### config.mk
export PLATFORM = sky130hd
export DESIGN_NAME = xbus_master
export DESIGN_NICKNAME = d
export VERILOG_FILES = /design/src/rtl/xbus_pkg.sv /design/src/rtl/xbus_phase_timer.sv /design/src/rtl/xbus_page_reg.sv /design/src/rtl/xbus_fsm.sv /design/src/rtl/xbus_master.sv
export SDC_FILE = /design/constraint.sdc
export NUM_CORES = 1
export LEC_CHECK = 0
export BUFFER_PORTS_ARGS = -buffer_cell sky130_fd_sc_hd__buf_4
export CAP_MARGIN = 20
export CORE_MARGIN = 1.5
export CORE_UTILIZATION = 59
export CTS_CLUSTER_SIZE = 12
export DETAILED_ROUTE_END_ITERATION = 10
export PLACE_DENSITY = 0.85
export SYNTH_ARGS = -nofsm -noshare
export SYNTH_HDL_FRONTEND = slang
export SYNTH_HIERARCHICAL = 1
export SYNTH_SLANG_ARGS = --single-unit
### constraint.sdc
create_clock -name clk -period 5.6 [get_ports clk]
set_input_delay 0.84 -clock clk [delete_from_list [all_inputs] [get_ports clk]]
set_output_delay 0.84 -clock clk [all_outputs]
set_load 0.05 [all_outputs]
### src/rtl/xbus_pkg.sv
package xbus_pkg;

    typedef enum logic [2:0] {
        OP_RD      = 3'd0,
        OP_WR      = 3'd1,
        OP_RD_PG   = 3'd2,
        OP_WR_PG   = 3'd3,
        OP_PG_LOAD = 3'd4,
        OP_PG_INC  = 3'd5,
        OP_PG_DEC  = 3'd6,
        OP_NONE    = 3'd7
    } xbus_op_e;

    typedef enum logic [2:0] {
        S_IDLE,
        S_ADDR,
        S_LATCH,
        S_SETUP,
        S_STROBE,
        S_PAGE,
        S_DONE
    } xbus_state_e;

    typedef enum logic [1:0] {
        PG_HOLD,
        PG_LOAD,
        PG_INC,
        PG_DEC
    } page_act_e;

    function automatic int max_of2(input int a, input int b);
        return (a > b) ? a : b;
    endfunction

endpackage

### src/rtl/xbus_phase_timer.sv
module xbus_phase_timer #(
    parameter int CW = 4
) (
    input  logic          clk,
    input  logic          rst_n,
    input  logic          load,
    input  logic [CW-1:0] len,
    output logic          expired
);

    logic [CW-1:0] cnt_q;

    always_ff @(posedge clk or negedge rst_n) begin
        if (!rst_n) begin
            cnt_q <= '0;
        end else if (load) begin
            cnt_q <= len - CW'(1);
        end else if (cnt_q != '0) begin
            cnt_q <= cnt_q - CW'(1);
        end
    end

    assign expired = (cnt_q == '0);

endmodule

### src/rtl/xbus_page_reg.sv
module xbus_page_reg
    import xbus_pkg::*;
#(
    parameter int PW = 8
) (
    input  logic          clk,
    input  logic          rst_n,
    input  logic          apply,
    input  page_act_e     act,
    input  logic [PW-1:0] load_val,
    output logic [PW-1:0] page
);

    always_ff @(posedge clk or negedge rst_n) begin
        if (!rst_n) begin
            page <= '0;
        end else if (apply) begin
            unique case (act)
                PG_LOAD: page <= load_val;
                PG_INC:  page <= page + PW'(1);
                PG_DEC:  page <= page - PW'(1);
                default: page <= page;
            endcase
        end
    end

endmodule

### src/rtl/xbus_fsm.sv
module xbus_fsm
    import xbus_pkg::*;
#(
    parameter int ALE_CLKS    = 6,
    parameter int LATCH_CLKS  = 6,
    parameter int SETUP_CLKS  = 6,
    parameter int STROBE_CLKS = 6,
    parameter int PAGE_CLKS   = 12,
    parameter int CW          = 4
) (
    input  logic          clk,
    input  logic          rst_n,
    input  logic          cmd_valid,
    input  logic [2:0]    cmd_op,
    input  logic          tmr_expired,
    output logic          accept,
    output logic          tmr_load,
    output logic [CW-1:0] tmr_len,
    output logic          ale,
    output logic          rd_n,
    output logic          wr_n,
    output logic          drive_addr,
    output logic          drive_data,
    output logic          hi_load,
    output logic          rd_capture,
    output logic          page_apply,
    output logic          busy,
    output logic          done
);

    xbus_state_e state_q, state_d;
    logic        wr_q;

    assign accept = (state_q == S_IDLE) && cmd_valid && (cmd_op != OP_NONE);

    // State register
    always_ff @(posedge clk or negedge rst_n) begin
        if (!rst_n) begin
            state_q <= S_IDLE;
            wr_q    <= 1'b0;
        end else begin
            state_q <= state_d;
            if (accept) begin
                wr_q <= cmd_op[0] && !cmd_op[2];
            end
        end
    end

    // Transitions and phase timer loads
    always_comb begin
        state_d  = state_q;
        tmr_load = 1'b0;
        tmr_len  = '0;
        unique case (state_q)
            S_IDLE: begin
                if (accept) begin
                    tmr_load = 1'b1;
                    if (!cmd_op[2]) begin
                        state_d = S_ADDR;
                        tmr_len = CW'(ALE_CLKS);
                    end else begin
                        state_d = S_PAGE;
                        tmr_len = CW'(PAGE_CLKS);
                    end
                end
            end
            S_ADDR: begin
                if (tmr_expired) begin
                    state_d  = S_LATCH;
                    tmr_load = 1'b1;
                    tmr_len  = CW'(LATCH_CLKS);
                end
            end
            S_LATCH: begin
                if (tmr_expired) begin
                    state_d  = S_SETUP;
                    tmr_load = 1'b1;
                    tmr_len  = CW'(SETUP_CLKS);
                end
            end
            S_SETUP: begin
                if (tmr_expired) begin
                    state_d  = S_STROBE;
                    tmr_load = 1'b1;
                    tmr_len  = CW'(STROBE_CLKS);
                end
            end
            S_STROBE: begin
                if (tmr_expired) begin
                    state_d = S_DONE;
                end
            end
            S_PAGE: begin
                if (tmr_expired) begin
                    state_d = S_DONE;
                end
            end
            S_DONE: begin
                state_d = S_IDLE;
            end
            default: begin
                state_d = S_IDLE;
            end
        endcase
    end

    // Outputs decoded from the state
    always_comb begin
        ale        = 1'b0;
        rd_n       = 1'b1;
        wr_n       = 1'b1;
        drive_addr = 1'b0;
        drive_data = 1'b0;
        hi_load    = 1'b0;
        rd_capture = 1'b0;
        page_apply = 1'b0;
        busy       = 1'b1;
        done       = 1'b0;
        unique case (state_q)
            S_IDLE: begin
                busy = 1'b0;
            end
            S_ADDR: begin
                ale        = 1'b1;
                drive_addr = 1'b1;
                hi_load    = tmr_expired;
            end
            S_LATCH: begin
                drive_addr = 1'b1;
            end
            S_SETUP: begin
                drive_data = wr_q;
            end
            S_STROBE: begin
                drive_data = wr_q;
                wr_n       = !wr_q;
                rd_n       = wr_q;
                rd_capture = !wr_q && tmr_expired;
            end
            S_PAGE: begin
                page_apply = tmr_expired;
            end
            S_DONE: begin
                drive_data = wr_q;
                done       = 1'b1;
            end
            default: begin
                busy = 1'b0;
            end
        endcase
    end

endmodule

### src/rtl/xbus_master.sv
module xbus_master
    import xbus_pkg::*;
#(
    parameter int ADDR_W      = 16,
    parameter int DATA_W      = 8,
    parameter int ALE_CLKS    = 6,
    parameter int LATCH_CLKS  = 6,
    parameter int SETUP_CLKS  = 6,
    parameter int STROBE_CLKS = 6,
    parameter int PAGE_CLKS   = 12
) (
    input  logic                     clk,
    input  logic                     rst_n,
    input  logic                     cmd_valid,
    input  logic [2:0]               cmd_op,
    input  logic [ADDR_W-1:0]        cmd_addr,
    input  logic [DATA_W-1:0]        cmd_wdata,
    output logic                     busy,
    output logic                     done,
    output logic [DATA_W-1:0]        rdata,
    output logic [DATA_W-1:0]        bus_out,
    output logic                     bus_oe,
    input  logic [DATA_W-1:0]        bus_in,
    output logic [ADDR_W-DATA_W-1:0] addr_hi,
    output logic                     ale,
    output logic                     rd_n,
    output logic                     wr_n
);

    localparam int HI_W   = ADDR_W - DATA_W;
    localparam int MAX_PH = max_of2(max_of2(max_of2(ALE_CLKS, LATCH_CLKS),
                                            max_of2(SETUP_CLKS, STROBE_CLKS)),
                                    PAGE_CLKS);
    localparam int CW     = $clog2(MAX_PH + 1);

    logic            accept, tmr_load, tmr_expired;
    logic [CW-1:0]   tmr_len;
    logic            drive_addr, drive_data, hi_load, rd_capture, page_apply;
    logic [HI_W-1:0] page;

    logic [DATA_W-1:0] lo_q, wdata_q, rdata_q;
    logic [HI_W-1:0]   hi_pend_q, hi_q;
    page_act_e         act_q, act_d;

    xbus_fsm #(
        .ALE_CLKS   (ALE_CLKS),
        .LATCH_CLKS (LATCH_CLKS),
        .SETUP_CLKS (SETUP_CLKS),
        .STROBE_CLKS(STROBE_CLKS),
        .PAGE_CLKS  (PAGE_CLKS),
        .CW         (CW)
    ) u_fsm (
        .clk        (clk),
        .rst_n      (rst_n),
        .cmd_valid  (cmd_valid),
        .cmd_op     (cmd_op),
        .tmr_expired(tmr_expired),
        .accept     (accept),
        .tmr_load   (tmr_load),
        .tmr_len    (tmr_len),
        .ale        (ale),
        .rd_n       (rd_n),
        .wr_n       (wr_n),
        .drive_addr (drive_addr),
        .drive_data (drive_data),
        .hi_load    (hi_load),
        .rd_capture (rd_capture),
        .page_apply (page_apply),
        .busy       (busy),
        .done       (done)
    );

    xbus_phase_timer #(.CW(CW)) u_timer (
        .clk    (clk),
        .rst_n  (rst_n),
        .load   (tmr_load),
        .len    (tmr_len),
        .expired(tmr_expired)
    );

    xbus_page_reg #(.PW(HI_W)) u_page (
        .clk     (clk),
        .rst_n   (rst_n),
        .apply   (page_apply),
        .act     (act_q),
        .load_val(HI_W'(cmd_wdata_q_for_page(wdata_q))),
        .page    (page)
    );

    function automatic logic [DATA_W-1:0] cmd_wdata_q_for_page(input logic [DATA_W-1:0] v);
        return v;
    endfunction

    always_comb begin
        unique case (cmd_op)
            OP_PG_LOAD: act_d = PG_LOAD;
            OP_PG_INC:  act_d = PG_INC;
            OP_PG_DEC:  act_d = PG_DEC;
            default:    act_d = PG_HOLD;
        endcase
    end

    // Command capture at acceptance
    always_ff @(posedge clk or negedge rst_n) begin
        if (!rst_n) begin
            lo_q      <= '0;
            wdata_q   <= '0;
            hi_pend_q <= '0;
            act_q     <= PG_HOLD;
        end else if (accept) begin
            lo_q      <= cmd_addr[DATA_W-1:0];
            wdata_q   <= cmd_wdata;
            hi_pend_q <= cmd_op[1] ? page : cmd_addr[ADDR_W-1:DATA_W];
            act_q     <= act_d;
        end
    end

    // High address port and read data
    always_ff @(posedge clk or negedge rst_n) begin
        if (!rst_n) begin
            hi_q    <= '0;
            rdata_q <= '0;
        end else begin
            if (hi_load) begin
                hi_q <= hi_pend_q;
            end
            if (rd_capture) begin
                rdata_q <= bus_in;
            end
        end
    end

    assign addr_hi = hi_q;
    assign rdata   = rdata_q;
    assign bus_oe  = drive_addr || drive_data;
    assign bus_out = drive_data ? wdata_q : (drive_addr ? lo_q : '0);

endmodule

==> results.sh <==
export IMPL_synth_edff_count=0
export IMPL_grtUsageMet3_pct=4.048
export IMPL_dr_total_vias=2430
export IMPL_diodes=0
export IMPL_max_slew_margin_pct=36.52
export IMPL_overflow=0
export IMPL_cts_resized=0
export IMPL_final_nets=397
export IMPL_final_hold_viol_count=0
export IMPL_start_util_pct=62.17
export IMPL_cp_required_ns=4.76
export IMPL_synthCells=301
export IMPL_seq_power_share_pct=34.7
export IMPL_max_freq_ghz=0.3137
export IMPL_start_kind="flip-flop"
export IMPL_place_area_um2=3651
export IMPL_crit_fanout=19
export IMPL_cts_tree="done"
export IMPL_n_fill_cell=380
export IMPL_maxCapViolCount=0
export IMPL_tightest_slew_ns=0.9500
export IMPL_final_antenna_net_count=0
export IMPL_synth_cell_types=56
export IMPL_tns_ns=0
export IMPL_die_w_um=76.83
export IMPL_num_io_pins=68
export IMPL_drt_total_wl_um=6518
export IMPL_cts_max_level=3
export IMPL_final_layout_size_suffix_gt1_share_pct=34.81
export IMPL_die_h_um=76.83
export IMPL_yosysSeqAreaShare_pct=45.14
export IMPL_grt_first_pass_wirelength_um=10870
export IMPL_internal_power_mw=1.236
export IMPL_holdPathStages=1
export IMPL_switching_power_mw=1.041
export IMPL_clock_root_buffer="clkbuf_8"
export IMPL_worst_ir_drop_vdd_mv=0.4720
export IMPL_post_cts_buffers=0
export IMPL_worst_hold_path_type="flip-flop to flip-flop"
export IMPL_io_buffer_count=67
export IMPL_arrival_ns=2.35
export IMPL_first_pass_iters=4
export IMPL_busiest_layer="met2"
export IMPL_grt_util_all_layers_pct=23.43
export IMPL_switching_share_pct=45.71
export IMPL_yosysWarningCount=6
export IMPL_coreArea_um2=5172
export IMPL_cts_inserted_buffers=9
export IMPL_pwr_share_clk_pct=14.2
export IMPL_finClkSkew_ns=0.009632
export IMPL_slew_viol_final=0
export IMPL_fin_area_um2=3815
export IMPL_cellLeakagePower_nw=1.731
export IMPL_final_setup_viol_count=0
export IMPL_comb_power_share_pct=51.1
export IMPL_use_met1_pct=30.78
export IMPL_vias_per_cell=5.625
export IMPL_fin_cells=432
export IMPL_async_reset_ff_share_pct=100.0
export IMPL_grt_max_degree=59
export IMPL_fp_row_count=26
export IMPL_synth_seq_cells=58
export IMPL_antenna_found_initial=0
export IMPL_syn_area_um2=3216
export IMPL_power_density_nw_per_um2=596.9
export IMPL_synthFlopType="dfrtp_1"
export IMPL_holdBufCountCts=0
export IMPL_numPlacedInstances=416
export IMPL_setup_slack_ns=2.412
export IMPL_status="complete, no violations"
export IMPL_fin_total_pwr_mw=2.277
export IMPL_avgSynthCellArea_um2=10.68
export IMPL_grt_pass1_vias=2353
export IMPL_synth_net_count=341
export IMPL_area_delta_synth_final_pct=18.64
export IMPL_dpl_worst_slack_ns=2.583
export IMPL_drt_initial_drc_count=173
export IMPL_end_kind="primary output"
export IMPL_reg2reg_depth=9
export IMPL_cts_sinks=58
export IMPL_period_minus_slack_ns=3.188
export IMPL_grtUsageMet2_pct=38.14
export IMPL_clock_latency_ns=0.33
export IMPL_critical_path_class="flip-flop to primary output"
export IMPL_hold_slack_ns=0.5069
export IMPL_place_hpwl_um=4501
export IMPL_gp_congestion=0.8362
export IMPL_die_area_um2=5902
export IMPL_post_route_period_util_pct=56.92
export IMPL_clockBufferDepth=2
export IMPL_drc=0
export IMPL_wl_per_cell_um=15.09
export IMPL_clkTransAtPathRegs_ns=0.07
export IMPL_rsz0062_at_grt="no"
export IMPL_final_util_pct=73.75
## path summary, 6_finish.rpt
kind                                   from               end  slack [ns]
max                        u_fsm/state_q[2]        bus_out[1]        2.41
min in group asynchronous             rst_n        u_fsm/wr_q        0.55
min                              addr_hi[0]        addr_hi[0]        0.51
min reg2reg                      addr_hi[0]        addr_hi[0]        0.51
max in group asynchronous             rst_n          rdata[7]        4.53
max reg2reg                u_timer/cnt_q[2]  u_timer/cnt_q[2]        2.77
## per-layer routing
metal / vias to the layer above / routed length [um]
met3: 7 / 277
met2: 62 / 3235
met1: 1170 / 2920
li1: 1191 / -
met4: 0 / 85
met5: - / 0
## cell usage in the layout (no fill, tap or decap), types with 6 or more instances in the layout
| cell type | n |
|---|---|
| nand2_1 | 19 |
| nor3_1 | 6 |
| a22o_1 | 7 |
| a21oi_1 | 19 |
| nor2_1 | 21 |
| buf_4 | 68 |
| clkbuf_8 | 10 |
| mux2_2 | 22 |
| o21ai_0 | 14 |
| inv_1 | 7 |
| nand3b_1 | 6 |
| nand3_1 | 6 |
| mux2_4 | 10 |
| mux2i_1 | 18 |
| dfrtp_1 | 58 |
## area by class of cell
class | count | area [um^2] | area share [%]
Timing Repair Buffer | 69 | 515.5 | 13.51
Clock inverter | 3 | 15.01 | 0.3936
Clock buffer | 13 | 148.9 | 3.903
Inverter | 7 | 26.28 | 0.6888
Tap cell | 70 | 87.58 | 2.296
Sequential cell | 58 | 1451 | 38.05
Multi-Input combinational cell | 212 | 1570 | 41.16
## worst max-delay path, cell delays in order, from the launching register on
cell     delay (ns)
dfrtp_1        0.72
mux2i_1        0.14
and2_1         0.31
nor2b_1        0.42
a22o_1         0.22
buf_4          0.20
## cell families after synthesis
| family | synth area share (%) |
|---|---|
| adder cells (fa/ha/maj) | 0.7781 |
| flip-flops | 45.14 |
| AO/OA/AOI/OAI | 10.70 |
| other | 0.1166 |
| buffers and inverters | 6.265 |
| XOR/XNOR | 1.634 |
| multiplexers | 17.98 |
| AND/OR/NAND/NOR | 17.39 |
## power groups by stage
stage | combinational, mW | clock [mW] | sequential [mW]
floorplan | 0.787 | 0 | 0.891
global placement | 1.13 | 0 | 0.781
detailed placement | 1.17 | 0 | 0.793
CTS | 1.17 | 0.334 | 0.788
global route | 1.24 | 0.353 | 0.821
finish | 1.16 | 0.324 | 0.790
## synthesized netlist by cell type (3+ instances only)
cell / instances / share of area [%]
clkbuf_1: 7 / 0.82
or3_1: 3 / 0.58
a21oi_1: 19 / 3.0
dfrtp_1: 58 / 45
o21ai_0: 14 / 2.2
mux2_2: 22 / 7.7
nor2_1: 22 / 2.6
o22ai_1: 5 / 0.97
nor2b_1: 3 / 0.58
and2_1: 3 / 0.58
nand2_1: 19 / 2.2
nand3b_1: 6 / 1.4
buf_4: 5 / 1.2
buf_6: 3 / 1.1
nand3_1: 6 / 0.93
buf_2: 5 / 0.78
a31oi_1: 3 / 0.58
mux2i_1: 18 / 5.6
nand4_1: 5 / 0.97
inv_1: 7 / 0.82
xnor2_1: 5 / 1.4
mux2_4: 10 / 4.7
a22o_1: 7 / 1.9
nor3_1: 6 / 0.93
## state kept, by name, summed over array words and instances, names as in the netlist
name	cells
u_fsm/wr_q	1
hi_pend_q	8
addr_hi	8
u_timer/cnt_q	4
u_fsm/state_q	3
u_page/page	8
rdata	8
act_q	2
wdata_q	8
lo_q	8
No activity file was read; power rests on OpenSTA's default activity.
